==> config.mk <==
export PLATFORM = sky130hd
export DESIGN_NAME = dual_timer
export DESIGN_NICKNAME = d
export VERILOG_FILES = /design/src/rtl/dual_timer.sv
export SDC_FILE = /design/constraint.sdc
export NUM_CORES = 1
export LEC_CHECK = 0
export CORE_ASPECT_RATIO = 1.1
export CORE_MARGIN = 3
export CORE_UTILIZATION = 35
export DETAILED_ROUTE_END_ITERATION = 16
export GPL_TIMING_DRIVEN = 1
export SLEW_MARGIN = 20
export SYNTH_ARGS = -nofsm -noshare
export SYNTH_HDL_FRONTEND = slang
export SYNTH_SLANG_ARGS = --single-unit
export TNS_END_PERCENT = 10
==> constraint.sdc <==
create_clock -name clk -period 5 [get_ports clk]
set_input_delay 1.5 -clock clk [delete_from_list [all_inputs] [get_ports clk]]
set_output_delay 1.5 -clock clk [all_outputs]
set_load 0.005 [all_outputs]
==> src/rtl/dual_timer.sv <==
`timescale 1ns/1ps
module dual_timer #(
  parameter int SYNC_DEPTH = 2
) (
  input  logic       clk,
  input  logic       rst_n,
  input  logic       tick,
  input  logic [1:0] cnt_pin,
  input  logic [1:0] gate_pin,
  input  logic [1:0] intack,
  input  logic       wr_en,
  input  logic [2:0] waddr,
  input  logic [7:0] wdata,
  input  logic [2:0] raddr,
  output logic [7:0] rdata,
  output logic [1:0] ovf
);

  logic [7:0] ctl, mode, tl0, th0, tl1, th1;
  logic [7:0] tl0_n, th0_n, tl1_n, th1_n, ctl_n;
  logic [SYNC_DEPTH-1:0] sy0, sy1;
  logic [1:0] prv, fall;
  logic set0, set1a, set1b;

  wire [1:0] m0 = mode[1:0];
  wire [1:0] m1 = mode[5:4];
  wire ev0 = mode[2] ? fall[0] : tick;
  wire ev1 = mode[6] ? fall[1] : tick;
  wire run0  = ctl[4] & (~mode[3] | gate_pin[0]) & ev0;
  wire run0h = (m0 == 2'd3) & ctl[6] & tick;
  wire run1  = ((m0 == 2'd3) | ctl[6]) & (~mode[7] | gate_pin[1]) & ev1 & (m1 != 2'd3);

  assign fall = prv & ~{sy1[SYNC_DEPTH-1], sy0[SYNC_DEPTH-1]};
  assign ovf  = {ctl[7], ctl[5]};

  always_ff @(posedge clk or negedge rst_n) begin
    if (!rst_n) begin
      sy0 <= '0;
      sy1 <= '0;
      prv <= '0;
    end else begin
      sy0 <= {sy0[SYNC_DEPTH-2:0], cnt_pin[0]};
      sy1 <= {sy1[SYNC_DEPTH-2:0], cnt_pin[1]};
      prv <= {sy1[SYNC_DEPTH-1], sy0[SYNC_DEPTH-1]};
    end
  end

  always_comb begin
    tl0_n = tl0;
    th0_n = th0;
    set0  = 1'b0;
    set1a = 1'b0;
    case (m0)
      2'd0: if (run0) begin
        tl0_n[4:0] = tl0[4:0] + 5'd1;
        if (&tl0[4:0]) begin
          th0_n = th0 + 8'd1;
          set0  = &th0;
        end
      end
      2'd1: if (run0) begin
        {th0_n, tl0_n} = {th0, tl0} + 16'd1;
        set0 = &{th0, tl0};
      end
      2'd2: if (run0) begin
        tl0_n = (&tl0) ? th0 : tl0 + 8'd1;
        set0  = &tl0;
      end
      default: begin
        if (run0) begin
          tl0_n = tl0 + 8'd1;
          set0  = &tl0;
        end
        if (run0h) begin
          th0_n = th0 + 8'd1;
          set1a = &th0;
        end
      end
    endcase
  end

  always_comb begin
    tl1_n = tl1;
    th1_n = th1;
    set1b = 1'b0;
    if (run1) begin
      case (m1)
        2'd0: begin
          tl1_n[4:0] = tl1[4:0] + 5'd1;
          if (&tl1[4:0]) begin
            th1_n = th1 + 8'd1;
            set1b = &th1;
          end
        end
        2'd1: begin
          {th1_n, tl1_n} = {th1, tl1} + 16'd1;
          set1b = &{th1, tl1};
        end
        2'd2: begin
          tl1_n = (&tl1) ? th1 : tl1 + 8'd1;
          set1b = &tl1;
        end
        default: ;
      endcase
    end
  end

  always_comb begin
    ctl_n    = (wr_en && waddr == 3'd0) ? wdata : ctl;
    ctl_n[5] = set0 | (ctl_n[5] & ~intack[0]);
    ctl_n[7] = ((m0 == 2'd3) ? set1a : set1b) | (ctl_n[7] & ~intack[1]);
  end

  always_ff @(posedge clk or negedge rst_n) begin
    if (!rst_n) begin
      ctl  <= '0;
      mode <= '0;
      tl0  <= '0;
      th0  <= '0;
      tl1  <= '0;
      th1  <= '0;
    end else begin
      ctl  <= ctl_n;
      mode <= (wr_en && waddr == 3'd1) ? wdata : mode;
      tl0  <= (wr_en && waddr == 3'd2) ? wdata : tl0_n;
      th0  <= (wr_en && waddr == 3'd3) ? wdata : th0_n;
      tl1  <= (wr_en && waddr == 3'd4) ? wdata : tl1_n;
      th1  <= (wr_en && waddr == 3'd5) ? wdata : th1_n;
    end
  end

  always_comb begin
    case (raddr)
      3'd0:    rdata = ctl;
      3'd1:    rdata = mode;
      3'd2:    rdata = tl0;
      3'd3:    rdata = th0;
      3'd4:    rdata = tl1;
      3'd5:    rdata = th1;
      default: rdata = 8'h00;
    endcase
  end

endmodule

==> results of run 1 <==
[flip-flops by register name, indices dropped and copies added (netlist names), 8 cells and up]
| register | flops |
|---|---|
| th1 | 8 |
| th0 | 8 |
| tl1 | 8 |
| ctl | 8 |
| tl0 | 8 |
| mode | 8 |
[per-layer routing]
metal	wire length, µm	vias to the layer above	track usage [%]
met5	0	-	0
met4	434	0	7.43
met3	609	31	3.84
met2	5860	121	34.6
met1	5490	1709	27.8
li1	-	1664	-
[cells in the mapped netlist, drive strengths merged, types with 3 or more instances]
library cell / number
mux2: 13
and3: 9
a211o: 3
mux2i: 15
a211oi: 4
nand4: 8
and2: 7
nand3: 19
dfrtp: 54
nor3: 7
o22ai: 6
o21ai: 27
a31oi: 10
nand3b: 3
ha: 14
nor2b: 6
nand2: 38
o21a: 4
inv: 16
or2: 5
a22oi: 7
clkbuf: 10
xnor2: 6
a221oi: 5
buf: 9
o31ai: 10
o21bai: 3
xor2: 7
nand2b: 8
or3: 7
o2bb2ai: 3
nand4b: 3
a21oi: 23
o221ai: 4
nor2: 35
[worst reg2reg max path: stages (launching register included)]
cell                        delay [ns]
sky130_fd_sc_hd__dfrtp_1          0.47
sky130_fd_sc_hd__ha_1             0.30
sky130_fd_sc_hd__and3_1           0.18
sky130_fd_sc_hd__ha_1             0.20
sky130_fd_sc_hd__mux2i_1          0.15
sky130_fd_sc_hd__a2111oi_4        0.64
sky130_fd_sc_hd__nand4_1          0.21
sky130_fd_sc_hd__xnor2_1          0.17
sky130_fd_sc_hd__mux2_2           0.26
[layout make-up]
cell class / instances / area share (%)
flip-flops and latches: 54 / 30.0
clock buffers: 5 / 2.78
clock inverters: 3 / 1.06
repair buffers: 41 / 8.95
inverters: 16 / 1.33
multi-input cells: 344 / 51.9
well taps: 143 / 3.97
[timing repair]
| action | CTS | global route |
|---|---|---|
| gates resized for setup | 0 | 3 |
| endpoints found under the hold margin | 0 | 0 |
| endpoints found under the setup margin | 0 | 4 |
[per-stage QoR]
| stage | total power (W) | util, % | instances |
|---|---|---|---|
| 3_3_place_gp | 0.00153 | 41.0 | 598 |
| 2_1_floorplan | 0.00125 | - | 433 |
| 5_1_grt | 0.00208 | 42.7 | 606 |
| 4_1_cts | 0.00196 | 42.6 | 606 |
| 6_report | 0.00196 | 42.7 | 606 |
| 3_5_place_dp | 0.00154 | 41.0 | 598 |
[power by group through the flow]
stage / logic (W) / registers [W] / clock network, W
2_1_floorplan: 0.000541 / 0.000708 / 0
3_3_place_gp: 0.000692 / 0.000837 / 0
3_5_place_dp: 0.000702 / 0.000840 / 0
4_1_cts: 0.000705 / 0.000833 / 0.000419
6_report: 0.000708 / 0.000841 / 0.000412
5_1_grt: 0.000791 / 0.000857 / 0.000433
[logic make-up after synthesis]
logic type,after synthesis,share of synthesized area (%)
adder cells (fa/ha/maj),14,4.57
XOR/XNOR,13,2.97
multiplexers,30,8.90
AO/OA/AOI/OAI,126,22.6
buffers and inverters,35,3.95
AND/OR/NAND/NOR,161,21.8
flip-flops,54,35.2
[layout by cell type, fill, tap and decap left out, types with 3 or more instances in the layout]
cell type                         count
sky130_fd_sc_hd__o21a_1               4
sky130_fd_sc_hd__buf_4                7
sky130_fd_sc_hd__o21bai_1             3
sky130_fd_sc_hd__nor3_1               6
sky130_fd_sc_hd__nand2_1             38
sky130_fd_sc_hd__a21oi_1             23
sky130_fd_sc_hd__o221ai_1             4
sky130_fd_sc_hd__nand2b_1             8
sky130_fd_sc_hd__dfrtp_1             54
sky130_fd_sc_hd__a31oi_1             10
sky130_fd_sc_hd__and2_1               7
sky130_fd_sc_hd__a221oi_1             5
sky130_fd_sc_hd__o22ai_1              6
sky130_fd_sc_hd__clkbuf_16            5
sky130_fd_sc_hd__mux2_2              13
sky130_fd_sc_hd__nor2b_1              6
sky130_fd_sc_hd__ha_1                14
sky130_fd_sc_hd__nand4_1              7
sky130_fd_sc_hd__mux2i_1             15
sky130_fd_sc_hd__inv_1               16
sky130_fd_sc_hd__nand4b_1             3
sky130_fd_sc_hd__o31ai_1             10
sky130_fd_sc_hd__nor2_1              34
sky130_fd_sc_hd__or2_2                4
sky130_fd_sc_hd__a211oi_1             4
sky130_fd_sc_hd__o21ai_0             27
sky130_fd_sc_hd__nand3b_1             3
sky130_fd_sc_hd__and3_1               8
sky130_fd_sc_hd__or3_1                7
sky130_fd_sc_hd__xnor2_1              6
sky130_fd_sc_hd__nand3_1             19
sky130_fd_sc_hd__o2bb2ai_1            3
sky130_fd_sc_hd__clkdlybuf4s50_1     30
sky130_fd_sc_hd__xor2_1               7
sky130_fd_sc_hd__a22oi_1              7
[path summary, 6_finish.rpt]
check	startpoint	end	slack (ns)
max in group asynchronous	rst_n	mode[3]	3.20
min in group asynchronous	rst_n	tl0[2]	1.34
max reg2reg	tl1[0]	th1[7]	2.32
min reg2reg	sy0[0]	sy0[1]	0.35
min	sy0[0]	sy0[1]	0.35
max	raddr[2]	rdata[5]	0.17
==> flow_results.xml, run 1 <==
<?xml version="1.0" encoding="UTF-8"?>
<metrics>
  <group name="routing">
    <metric name="drt_total_wl" unit="µm">12400</metric>
    <metric name="route.detailed.drc" unit="">0</metric>
    <metric name="num_vias" unit="">3525</metric>
    <metric name="detail_route.first_pass.iterations" unit="">5</metric>
    <metric name="post_drt_via_cell_ratio" unit="">5.82</metric>
    <metric name="detailedRoute.firstIterationViolations" unit="">198</metric>
    <metric name="antenna_violating_nets_post_route" unit="">0</metric>
    <metric name="post_drt_wl_per_cell" unit="µm">20.5</metric>
  </group>
  <group name="synthesis">
    <metric name="yosys-top-cells-area" unit="">sky130_fd_sc_hd__dfrtp_1 35%, sky130_fd_sc_hd__ha_1 4.6%, sky130_fd_sc_hd__mux2i_1 3.9%</metric>
    <metric name="synthCells" unit="">433</metric>
    <metric name="synth.avg_cell_area" unit="µm²">8.86</metric>
    <metric name="asyncSetResetFlopFracSynth" unit="%">100</metric>
    <metric name="yosys_register_bits" unit="">54</metric>
    <metric name="synth_top_area_share" unit="%">35.2</metric>
    <metric name="seq_area_frac_synth" unit="%">35.2</metric>
    <metric name="yosys_warnings" unit="">0</metric>
    <metric name="synth_edf_count" unit="">0</metric>
    <metric name="synth_top_cell_by_area" unit="">sky130_fd_sc_hd__dfrtp_1</metric>
    <metric name="synth_cell_types" unit="">62</metric>
    <metric name="synth_nets" unit="">471</metric>
    <metric name="synth_ff_type" unit="">sky130_fd_sc_hd__dfrtp_1</metric>
    <metric name="syn-cell-area" unit="µm²">3840</metric>
  </group>
  <group name="layout">
    <metric name="design_area_final" unit="µm²">4500</metric>
    <metric name="num_antenna_cells" unit="">0</metric>
    <metric name="layout-area-overhead-vs-synth" unit="%">17.4</metric>
    <metric name="n_fill_cell" unit="">1062</metric>
    <metric name="finish.net_count" unit="">500</metric>
    <metric name="layout.area.seq" unit="µm²">1350</metric>
    <metric name="fraction_of_layout_cells_with_a_size_suffix_above_1" unit="%">9.94</metric>
    <metric name="multi_input_comb_area" unit="µm²">2340</metric>
  </group>
  <group name="setup_path">
    <metric name="r2r.worst_path.cells" unit="">8</metric>
    <metric name="critical_path.cell_chain" unit="">clkdlybuf4s50_1 &gt; buf_12 &gt; mux2i_1 &gt; nor2_1 &gt; a21oi_1 &gt; o221ai_1 &gt; clkdlybuf4s50_1</metric>
    <metric name="cp.required" unit="ns">3.50</metric>
    <metric name="cp_num_buf_inv" unit="">3</metric>
    <metric name="crit_type" unit="">input pin to output pin</metric>
    <metric name="cp.depth" unit="">7</metric>
    <metric name="critical_path.most_common_cell" unit="">sky130_fd_sc_hd__clkdlybuf4s50_1</metric>
    <metric name="timing.critical_path.arrival" unit="ns">3.33</metric>
    <metric name="critical-path-max-stage-delay" unit="ns">0.58</metric>
    <metric name="critPathTopFamily" unit="">buffers and inverters</metric>
    <metric name="worstSetupStartpointType" unit="">input pin</metric>
    <metric name="cp_max_fo" unit="">16</metric>
    <metric name="critical_path.endpoint_type" unit="">output pin</metric>
    <metric name="worst_path_max_delay_cell" unit="">sky130_fd_sc_hd__clkdlybuf4s50_1</metric>
  </group>
  <group name="pwr">
    <metric name="internal-power" unit="W">0.00115</metric>
    <metric name="p_per_area" unit="nW/µm²">435</metric>
    <metric name="swShare" unit="%">41.2</metric>
    <metric name="total_switching_power" unit="W">0.000808</metric>
    <metric name="share_clk_of_total_power" unit="%">21.0</metric>
    <metric name="seq_power_share" unit="%">42.9</metric>
    <metric name="share_comb_of_total_power" unit="%">36.1</metric>
    <metric name="cellLeakagePower" unit="nW">1.79</metric>
    <metric name="vdd.ir_drop.worst" unit="mV">0.209</metric>
  </group>
  <group name="die">
    <metric name="rows" unit="">39</metric>
    <metric name="initial_util" unit="%">36.4</metric>
    <metric name="design.die.area" unit="µm²">12300</metric>
    <metric name="core_area" unit="µm²">10500</metric>
    <metric name="ioPinCount" unit="">34</metric>
    <metric name="dieHeight" unit="µm">116</metric>
    <metric name="dieWidth" unit="µm">106</metric>
  </group>
  <group name="hold_path">
    <metric name="worstHoldPathType" unit="">flop to flop</metric>
    <metric name="worstHoldPathCells" unit="">0</metric>
  </group>
  <group name="clock_network">
    <metric name="cts.sinks" unit="">54</metric>
    <metric name="post_cts.repair.setup_buffers" unit="">0</metric>
    <metric name="cts.path.max_buffers" unit="">2</metric>
    <metric name="tritoncts" unit="">yes</metric>
    <metric name="ctsHtreeMaxLevel" unit="">2</metric>
    <metric name="clk_transition_reported_paths" unit="ns">0.08</metric>
    <metric name="postCtsHoldBufs" unit="">0</metric>
    <metric name="number_of_buffers_added_by_the_clock_tree_synthesis_step" unit="">5</metric>
    <metric name="root_buffer" unit="">sky130_fd_sc_hd__clkbuf_16</metric>
    <metric name="skew_pair_late_insertion_delay" unit="ns">0.30</metric>
  </group>
  <group name="sta">
    <metric name="final_count_of_hold_timing_violations" unit="">0</metric>
    <metric name="worst_hold_slack" unit="ns">0.354</metric>
    <metric name="rsz0062_at_grt" unit="">false</metric>
    <metric name="max_clock_freq" unit="GHz">0.207</metric>
    <metric name="number_of_max_slew_violations_in_the_final_report" unit="">0</metric>
    <metric name="worst_pin_slew" unit="ns">0.815</metric>
    <metric name="timing.setup.tns" unit="ns">0</metric>
    <metric name="max_slew_margin" unit="%">45.5</metric>
    <metric name="finalClockSkew" unit="ns">0.00605</metric>
    <metric name="setup_slack" unit="ns">0.173</metric>
    <metric name="layout_min_cycle_time" unit="ns">4.83</metric>
    <metric name="setup_viol" unit="">0</metric>
    <metric name="layout_worst_path_cycle_share" unit="%">96.5</metric>
  </group>
  <group name="global_routing">
    <metric name="globalRoute.totalOverflow" unit="">0</metric>
    <metric name="initial_antenna_violation_count" unit="">0</metric>
    <metric name="grt_first_pass_wirelength" unit="µm">19800</metric>
    <metric name="globalRouteTotalUtil" unit="%">21.0</metric>
    <metric name="grt_max_degree" unit="">55</metric>
    <metric name="number_of_global_route_vias_before_repair" unit="">3469</metric>
  </group>
  <group name="run_status">
    <metric name="status" unit="">complete, no violations</metric>
  </group>
  <group name="run">
    <metric name="drv_cap" unit="">0</metric>
  </group>
  <group name="placed_design">
    <metric name="dpl-instance-area" unit="µm²">4320</metric>
    <metric name="detailedPlacementHpwl" unit="µm">9190</metric>
    <metric name="place_ws" unit="ns">0.0987</metric>
    <metric name="finalWeightedCongestion" unit="">0.982</metric>
    <metric name="buffer_ports.inserted" unit="">33</metric>
  </group>
</metrics>
No activity file was read; power rests on OpenSTA's default activity.
==> inputs of run 2 (changes only) <==
--- a/config.mk
+++ b/config.mk
@@ -5,11 +5,15 @@
 export SDC_FILE = /design/constraint.sdc
 export NUM_CORES = 1
 export LEC_CHECK = 0
+export CELL_PAD_IN_SITES_DETAIL_PLACEMENT = 0
+export CELL_PAD_IN_SITES_GLOBAL_PLACEMENT = 1
 export CORE_ASPECT_RATIO = 1.1
 export CORE_MARGIN = 3
 export CORE_UTILIZATION = 35
 export DETAILED_ROUTE_END_ITERATION = 16
 export GPL_TIMING_DRIVEN = 1
+export PLACE_DENSITY_LB_ADDON = 0.1
+export SKIP_LAST_GASP = 1
 export SLEW_MARGIN = 20
 export SYNTH_ARGS = -nofsm -noshare
 export SYNTH_HDL_FRONTEND = slang
==> run 2 against run 1 <==
  * Total power down 2.9%
  * Worst setup slack improved by 0.015 ns
  * Global-route usage grew 1.2 points
  * Critical path type unchanged
  * Largest cell class unchanged
  * Largest power group unchanged
  * Highest routed layer unchanged
==> flow_results.xml, run 2 (synthesis results as in run 1) <==
<?xml version="1.0" encoding="UTF-8"?>
<metrics>
  <group name="sta">
    <metric name="final_count_of_hold_timing_violations" unit="">0</metric>
    <metric name="worst_hold_slack" unit="ns">0.352</metric>
    <metric name="max_slew_margin" unit="%">45.5</metric>
    <metric name="layout_min_cycle_time" unit="ns">4.81</metric>
    <metric name="max_clock_freq" unit="GHz">0.208</metric>
    <metric name="number_of_max_slew_violations_in_the_final_report" unit="">0</metric>
    <metric name="rsz0062_at_grt" unit="">false</metric>
    <metric name="finalClockSkew" unit="ns">0.00639</metric>
    <metric name="setup_viol" unit="">0</metric>
    <metric name="worst_pin_slew" unit="ns">0.813</metric>
    <metric name="layout_worst_path_cycle_share" unit="%">96.2</metric>
    <metric name="timing.setup.tns" unit="ns">0</metric>
  </group>
  <group name="global_routing">
    <metric name="grt_first_pass_wirelength" unit="µm">20900</metric>
    <metric name="globalRoute.totalOverflow" unit="">0</metric>
    <metric name="grt_max_degree" unit="">34</metric>
    <metric name="number_of_global_route_vias_before_repair" unit="">3525</metric>
    <metric name="initial_antenna_violation_count" unit="">0</metric>
    <metric name="globalRouteTotalUtil" unit="%">22.1</metric>
  </group>
  <group name="clock_network">
    <metric name="post_cts.repair.setup_buffers" unit="">0</metric>
    <metric name="clk_transition_reported_paths" unit="ns">0.07</metric>
    <metric name="root_buffer" unit="">sky130_fd_sc_hd__clkbuf_16</metric>
    <metric name="number_of_buffers_added_by_the_clock_tree_synthesis_step" unit="">5</metric>
    <metric name="cts.sinks" unit="">54</metric>
    <metric name="cts.path.max_buffers" unit="">2</metric>
    <metric name="cts_repair_resize_count" unit="">0</metric>
    <metric name="tritoncts" unit="">yes</metric>
    <metric name="ctsHtreeMaxLevel" unit="">2</metric>
    <metric name="postCtsHoldBufs" unit="">0</metric>
    <metric name="skew_pair_late_insertion_delay" unit="ns">0.29</metric>
  </group>
  <group name="setup_path">
    <metric name="crit_start" unit="">raddr[2]</metric>
    <metric name="cp_max_fo" unit="">16</metric>
    <metric name="crit-reg2reg-launch" unit="">tl1[1]</metric>
    <metric name="critical_path.endpoint_type" unit="">output pin</metric>
    <metric name="critical_path.cell_chain" unit="">clkdlybuf4s50_1 &gt; buf_12 &gt; nor2b_1 &gt; a22o_1 &gt; a21oi_1 &gt; o31ai_1 &gt; clkdlybuf4s50_1</metric>
    <metric name="r2r.worst_path.cells" unit="">8</metric>
    <metric name="cp.required" unit="ns">3.50</metric>
    <metric name="timing.critical_path.arrival" unit="ns">3.31</metric>
    <metric name="crit-reg2reg-capture" unit="">th1[7]</metric>
    <metric name="critical_path.most_common_cell" unit="">sky130_fd_sc_hd__clkdlybuf4s50_1</metric>
    <metric name="worstSetupStartpointType" unit="">input pin</metric>
    <metric name="crit_type" unit="">input pin to output pin</metric>
    <metric name="worst_path_max_delay_cell" unit="">sky130_fd_sc_hd__clkdlybuf4s50_1</metric>
    <metric name="reg2reg_slack" unit="ns">2.33</metric>
    <metric name="critical-path-max-stage-delay" unit="ns">0.58</metric>
  </group>
  <group name="layout">
    <metric name="instances_no_fill" unit="">606</metric>
    <metric name="final_common_cell" unit="">sky130_fd_sc_hd__dfrtp_1</metric>
    <metric name="finish.net_count" unit="">500</metric>
    <metric name="design_area_final" unit="µm²">4470</metric>
    <metric name="final_cell_mix" unit="">54 x sky130_fd_sc_hd__dfrtp_1, 38 x sky130_fd_sc_hd__nand2_1, 35 x sky130_fd_sc_hd__nor2_1, 31 x sky130_fd_sc_hd__clkdlybuf4s50_1, 27 x sky130_fd_sc_hd__o21ai_0</metric>
    <metric name="fraction_of_layout_cells_with_a_size_suffix_above_1" unit="%">9.50</metric>
    <metric name="num_antenna_cells" unit="">0</metric>
    <metric name="n_fill_cell" unit="">1078</metric>
    <metric name="layout-area-overhead-vs-synth" unit="%">16.6</metric>
  </group>
  <group name="placed_design">
    <metric name="dpl.cell_count" unit="">598</metric>
    <metric name="buffer_ports.inserted" unit="">33</metric>
    <metric name="dpl-instance-area" unit="µm²">4320</metric>
    <metric name="finalWeightedCongestion" unit="">0.927</metric>
    <metric name="detailedPlacementHpwl" unit="µm">9970</metric>
  </group>
  <group name="pwr">
    <metric name="p_per_area" unit="nW/µm²">426</metric>
    <metric name="vdd.ir_drop.worst" unit="mV">0.209</metric>
    <metric name="cellLeakagePower" unit="nW">1.77</metric>
    <metric name="design_power_total" unit="W">0.00190</metric>
  </group>
  <group name="die">
    <metric name="dieHeight" unit="µm">116</metric>
    <metric name="initial_util" unit="%">36.4</metric>
    <metric name="ioPinCount" unit="">34</metric>
    <metric name="core_area" unit="µm²">10500</metric>
    <metric name="rows" unit="">39</metric>
    <metric name="dieWidth" unit="µm">106</metric>
    <metric name="design.die.area" unit="µm²">12300</metric>
  </group>
  <group name="routing">
    <metric name="num_vias" unit="">3487</metric>
    <metric name="post_drt_wl_per_cell" unit="µm">21.3</metric>
    <metric name="route.detailed.drc" unit="">0</metric>
    <metric name="post_drt_via_cell_ratio" unit="">5.75</metric>
    <metric name="detail_route.first_pass.iterations" unit="">4</metric>
    <metric name="drt_total_wl" unit="µm">12900</metric>
    <metric name="detailedRoute.firstIterationViolations" unit="">192</metric>
    <metric name="antenna_violating_nets_post_route" unit="">0</metric>
  </group>
  <group name="hold_path">
    <metric name="worstHoldPathCells" unit="">0</metric>
    <metric name="worstHoldEndpoint" unit="">sy0[1]</metric>
    <metric name="worstHoldPathType" unit="">flop to flop</metric>
    <metric name="hold_path.startpoint" unit="">sy0[0]</metric>
  </group>
  <group name="run_status">
    <metric name="status" unit="">complete, no violations</metric>
  </group>
  <group name="run">
    <metric name="drv_cap" unit="">0</metric>
  </group>
</metrics>
[run 2: stage by stage]
stage | utilization [%] | setup slack (ns)
5_1_grt | 42.4 | 0.0315
2_1_floorplan | - | 0.900
3_5_place_dp | 41.0 | 0.0247
6_report | 42.4 | 0.189
4_1_cts | 42.4 | 0.00825
3_3_place_gp | 41.0 | 0.0261
[run 2: per-layer routing]
layer	vias up	GRT usage, %	share of wire (%)
li1	1670	-	-
met1	1716	28.5	43
met2	83	39.5	50
met3	18	2.56	4.2
met4	0	6.22	2.2
met5	-	0	0
[run 2: worst max-delay path, delay by kind of cell]
kind	cells	cell delay, ns
AOI/OAI and AO/OA	3	0.33
and+or+nand+nor	1	0.22
buffers and inverters	3	1.24
[run 2: how the worst max path moves through the flow]
stage,end,slack (ns),cells past startpoint
3_5_place_dp,rdata[3],0.02,6
5_1_grt,rdata[2],0.03,7
4_1_cts,rdata[2],0.008,4
3_3_place_gp,rdata[2],0.03,4
6_report,rdata[2],0.19,7
2_1_floorplan,rdata[2],0.90,7
[run 2: where the power goes]
group	internal (W)	total, W	switching, W
logic	0.000344	0.000715	0.000370
registers	0.000570	0.000828	0.000257
clock network	0.000199	0.000362	0.000163
total	0.00111	0.00190	0.000790
[run 2: cell type report]
type                    count  area (µm²)  area share, %
clock buffers               7         143           3.19
clock inverters             1        5.00          0.112
inverters                  16        60.1           1.34
multi-input cells         344        2330           52.2
flip-flops and latches     54        1350           30.2
well taps                 143         179           4.00
repair buffers             41         400           8.95
==> inputs of run 3 (changes only) <==
--- a/config.mk
+++ b/config.mk
@@ -5,11 +5,12 @@
 export SDC_FILE = /design/constraint.sdc
 export NUM_CORES = 1
 export LEC_CHECK = 0
+export ABC_AREA = 1
 export CELL_PAD_IN_SITES_DETAIL_PLACEMENT = 0
 export CELL_PAD_IN_SITES_GLOBAL_PLACEMENT = 1
 export CORE_ASPECT_RATIO = 1.1
 export CORE_MARGIN = 3
-export CORE_UTILIZATION = 35
+export CORE_UTILIZATION = 46
 export DETAILED_ROUTE_END_ITERATION = 16
 export GPL_TIMING_DRIVEN = 1
 export PLACE_DENSITY_LB_ADDON = 0.1
==> run 3 against run 2 <==
  * Synthesized cell count increased by 46%
  * Utilization increased by 11 points
  * Cell count increased by 28%
  * Die area decreased by 15%
  * Global-route usage increased by 5.1 points
  * Clock skew increased by 0.0030 ns
  * Non-clock buffer count decreased by 5
  * Worst hold slack improved by 0.0039 ns
  * Critical path type unchanged
==> flow_results.xml, run 3 <==
<?xml version="1.0" encoding="UTF-8"?>
<metrics>
  <group name="run_status">
    <metric name="status" unit="">complete, no violations</metric>
  </group>
  <group name="global_routing">
    <metric name="globalRouteTotalUtil" unit="%">27.2</metric>
    <metric name="number_of_global_route_vias_before_repair" unit="">4280</metric>
    <metric name="grt_max_degree" unit="">35</metric>
    <metric name="globalRoute.totalOverflow" unit="">0</metric>
    <metric name="grt_first_pass_wirelength" unit="µm">22400</metric>
    <metric name="initial_antenna_violation_count" unit="">0</metric>
  </group>
  <group name="routing">
    <metric name="detail_route.wirelength.met1" unit="µm">5690</metric>
    <metric name="met2_routed_wl" unit="µm">6740</metric>
    <metric name="maxUsedRoutingLayer" unit="">met4</metric>
    <metric name="detailedRoute.firstIterationViolations" unit="">239</metric>
    <metric name="drt_total_wl" unit="µm">13600</metric>
    <metric name="antenna_violating_nets_post_route" unit="">0</metric>
    <metric name="route.detailed.drc" unit="">0</metric>
    <metric name="post_drt_via_cell_ratio" unit="">5.47</metric>
    <metric name="met3_length" unit="µm">619</metric>
    <metric name="num_vias" unit="">4250</metric>
    <metric name="detail_route.first_pass.iterations" unit="">5</metric>
    <metric name="post_drt_wl_per_cell" unit="µm">17.5</metric>
  </group>
  <group name="clock_network">
    <metric name="ctsHtreeMaxLevel" unit="">2</metric>
    <metric name="cts.sinks" unit="">54</metric>
    <metric name="root_buffer" unit="">sky130_fd_sc_hd__clkbuf_8</metric>
    <metric name="clk_transition_reported_paths" unit="ns">0.09</metric>
    <metric name="cts.path.max_buffers" unit="">2</metric>
    <metric name="skew_pair_late_insertion_delay" unit="ns">0.32</metric>
    <metric name="tritoncts" unit="">yes</metric>
    <metric name="post_cts.repair.setup_buffers" unit="">0</metric>
    <metric name="number_of_buffers_added_by_the_clock_tree_synthesis_step" unit="">5</metric>
  </group>
  <group name="setup_path">
    <metric name="critical-path-max-stage-delay" unit="ns">0.57</metric>
    <metric name="critPathTopFamily" unit="">buffers and inverters</metric>
    <metric name="cp.required" unit="ns">3.50</metric>
    <metric name="r2r.worst_path.cells" unit="">8</metric>
    <metric name="cp-endpoint" unit="">rdata[7]</metric>
    <metric name="crit_start" unit="">raddr[0]</metric>
    <metric name="crit-reg2reg-launch" unit="">mode[5]</metric>
    <metric name="reg2reg_slack" unit="ns">2.83</metric>
    <metric name="critical_path.endpoint_type" unit="">output pin</metric>
    <metric name="cp_num_buf_inv" unit="">3</metric>
    <metric name="critical_path.cell_chain" unit="">clkdlybuf4s50_1 &gt; nor2_2 &gt; nand2_1 &gt; inv_1 &gt; nand2_1 &gt; o2111ai_1 &gt; clkdlybuf4s50_1</metric>
    <metric name="worst_path_max_delay_cell" unit="">sky130_fd_sc_hd__clkdlybuf4s50_1</metric>
    <metric name="worstSetupStartpointType" unit="">input pin</metric>
    <metric name="timing.critical_path.arrival" unit="ns">3.35</metric>
    <metric name="cp.depth" unit="">7</metric>
    <metric name="cp_max_fo" unit="">6</metric>
    <metric name="crit-reg2reg-capture" unit="">th1[5]</metric>
    <metric name="crit_type" unit="">input pin to output pin</metric>
  </group>
  <group name="synthesis">
    <metric name="synth.most_common_cell" unit="">sky130_fd_sc_hd__nand2_1</metric>
    <metric name="synth_top_cell_by_area" unit="">sky130_fd_sc_hd__dfrtp_1</metric>
    <metric name="synth_top_area_share" unit="%">32.0</metric>
    <metric name="synth_nets" unit="">671</metric>
    <metric name="synth_edf_count" unit="">0</metric>
    <metric name="yosys_warnings" unit="">0</metric>
    <metric name="synth.avg_cell_area" unit="µm²">6.67</metric>
    <metric name="yosys-top-cells-area" unit="">sky130_fd_sc_hd__dfrtp_1 32%, sky130_fd_sc_hd__nand2_1 18%, sky130_fd_sc_hd__nand3_1 8.6%</metric>
    <metric name="synth_cell_types" unit="">37</metric>
    <metric name="yosys_register_bits" unit="">54</metric>
    <metric name="syn-cell-area" unit="µm²">4220</metric>
    <metric name="seq_area_frac_synth" unit="%">32.0</metric>
    <metric name="synth_ff_type" unit="">sky130_fd_sc_hd__dfrtp_1</metric>
    <metric name="synthCells" unit="">633</metric>
    <metric name="asyncSetResetFlopFracSynth" unit="%">100</metric>
    <metric name="netlist_top_cells_count" unit="">200 x sky130_fd_sc_hd__nand2_1, 82 x sky130_fd_sc_hd__inv_1, 73 x sky130_fd_sc_hd__nand3_1, 54 x sky130_fd_sc_hd__dfrtp_1, 39 x sky130_fd_sc_hd__o21ai_0</metric>
  </group>
  <group name="pwr">
    <metric name="p_per_area" unit="nW/µm²">404</metric>
    <metric name="vdd.ir_drop.worst" unit="mV">0.186</metric>
    <metric name="cellLeakagePower" unit="nW">2.39</metric>
  </group>
  <group name="placed_design">
    <metric name="detailedPlacementHpwl" unit="µm">10600</metric>
    <metric name="buffer_ports.inserted" unit="">33</metric>
    <metric name="dpl.cell_count" unit="">769</metric>
    <metric name="finalWeightedCongestion" unit="">0.928</metric>
  </group>
  <group name="sta">
    <metric name="max_clock_freq" unit="GHz">0.206</metric>
    <metric name="worst_pin_slew" unit="ns">0.845</metric>
    <metric name="max_slew_margin" unit="%">43.7</metric>
    <metric name="rsz0062_at_grt" unit="">false</metric>
    <metric name="layout_worst_path_cycle_share" unit="%">97.1</metric>
    <metric name="setup_viol" unit="">0</metric>
    <metric name="finalClockSkew" unit="ns">0.00937</metric>
    <metric name="layout_min_cycle_time" unit="ns">4.85</metric>
    <metric name="final_count_of_hold_timing_violations" unit="">0</metric>
    <metric name="number_of_max_slew_violations_in_the_final_report" unit="">0</metric>
    <metric name="timing.setup.tns" unit="ns">0</metric>
  </group>
  <group name="die">
    <metric name="core_area" unit="µm²">8920</metric>
    <metric name="dieWidth" unit="µm">97.4</metric>
    <metric name="design.die.area" unit="µm²">10400</metric>
    <metric name="dieHeight" unit="µm">107</metric>
    <metric name="initial_util" unit="%">47.4</metric>
    <metric name="rows" unit="">36</metric>
    <metric name="ioPinCount" unit="">34</metric>
  </group>
  <group name="run">
    <metric name="drv_cap" unit="">0</metric>
  </group>
  <group name="layout">
    <metric name="final_cell_mix" unit="">200 x sky130_fd_sc_hd__nand2_1, 82 x sky130_fd_sc_hd__inv_1, 72 x sky130_fd_sc_hd__nand3_1, 54 x sky130_fd_sc_hd__dfrtp_1, 39 x sky130_fd_sc_hd__o21ai_0</metric>
    <metric name="finish.net_count" unit="">700</metric>
    <metric name="num_antenna_cells" unit="">0</metric>
    <metric name="layout.area.seq" unit="µm²">1350</metric>
    <metric name="fraction_of_layout_cells_with_a_size_suffix_above_1" unit="%">6.49</metric>
    <metric name="layout-area-overhead-vs-synth" unit="%">12.4</metric>
    <metric name="n_fill_cell" unit="">901</metric>
    <metric name="instances_no_fill" unit="">777</metric>
    <metric name="final_common_cell" unit="">sky130_fd_sc_hd__nand2_1</metric>
    <metric name="multi_input_comb_area" unit="µm²">2480</metric>
  </group>
  <group name="hold_path">
    <metric name="worstHoldPathType" unit="">flop to flop</metric>
  </group>
</metrics>
==> run 3: cell types whose count changed in the layout (fill, tap and decap cells not counted), moves of 12 or more <==
cell / before / now
sky130_fd_sc_hd__nand2_1: 38 / 200
sky130_fd_sc_hd__inv_1: 16 / 82
sky130_fd_sc_hd__nand3_1: 19 / 72
sky130_fd_sc_hd__mux2i_1: 15 / 0
sky130_fd_sc_hd__mux2_2: 13 / 0
sky130_fd_sc_hd__o21ai_0: 27 / 39
==> run 3: through the flow <==
stage	utilization (%)	area (µm²)	total power (W)	worst slack [ns]	hold slack [ns]
after floorplan	-	4220	0.00131	1.20	0.331
after global placement	52.0	4630	0.00160	0.171	0.332
after detailed placement	52.0	4630	0.00161	0.114	0.335
after CTS	53.1	4740	0.00192	0.114	0.357
after global routing	53.2	4750	0.00209	0.00652	0.364
final	53.2	4750	0.00192	0.146	0.356
==> run 3: report_power, final <==
group          internal [W]  switching [W]
clock              0.000150       0.000151
combinational      0.000314       0.000486
sequential         0.000568       0.000251
total               0.00103       0.000888
==> run 3: per-layer routing <==
layer,GRT usage (%),vias to the layer above
li1,-,2107
met1,33.2,1975
met2,48.3,130
met3,2.89,38
met4,12.2,0
met5,0,-
==> run 3: worst min-delay path by stage <==
stage	depth (start not counted)	slack (ns)	to	from
after floorplan	0	0.33	sy0[1]	sy0[0]
after global placement	0	0.33	sy0[1]	sy0[0]
after detailed placement	0	0.33	sy0[1]	sy0[0]
after CTS	0	0.36	sy0[1]	sy0[0]
after global routing	0	0.36	sy0[1]	sy0[0]
final	0	0.36	sy0[1]	sy0[0]
==> run 3: layout make-up <==
cell class,instances,share of cell area (%)
Clock buffer,7,1.61
Clock inverter,1,0.633
Inverter,85,6.72
Multi-Input combinational cell,480,52.2
Sequential cell,54,28.5
Tap cell,114,3.00
Timing Repair Buffer,36,7.33
==> run 3: repair_timing <==
| action | CTS | global route |
|---|---|---|
| hold buffers | 0 | 0 |
| endpoints found under the setup margin | 0 | 2 |
| endpoints found under the hold margin | 0 | 0 |
| resized for setup | 0 | 2 |
==> run 3: kinds of logic (layout without fill, tap and decap cells) <==
| logic type | count (synthesis) | in the layout | share of synthesized area (%) |
|---|---|---|---|
| simple gates | 354 | 354 | 38.3 |
| flops | 54 | 54 | 32.0 |
| xor+xnor | 15 | 15 | 3.11 |
| fa+ha+maj | 14 | 14 | 4.15 |
| compound gates | 97 | 97 | 13.0 |
| buf+inv | 99 | 129 | 9.48 |
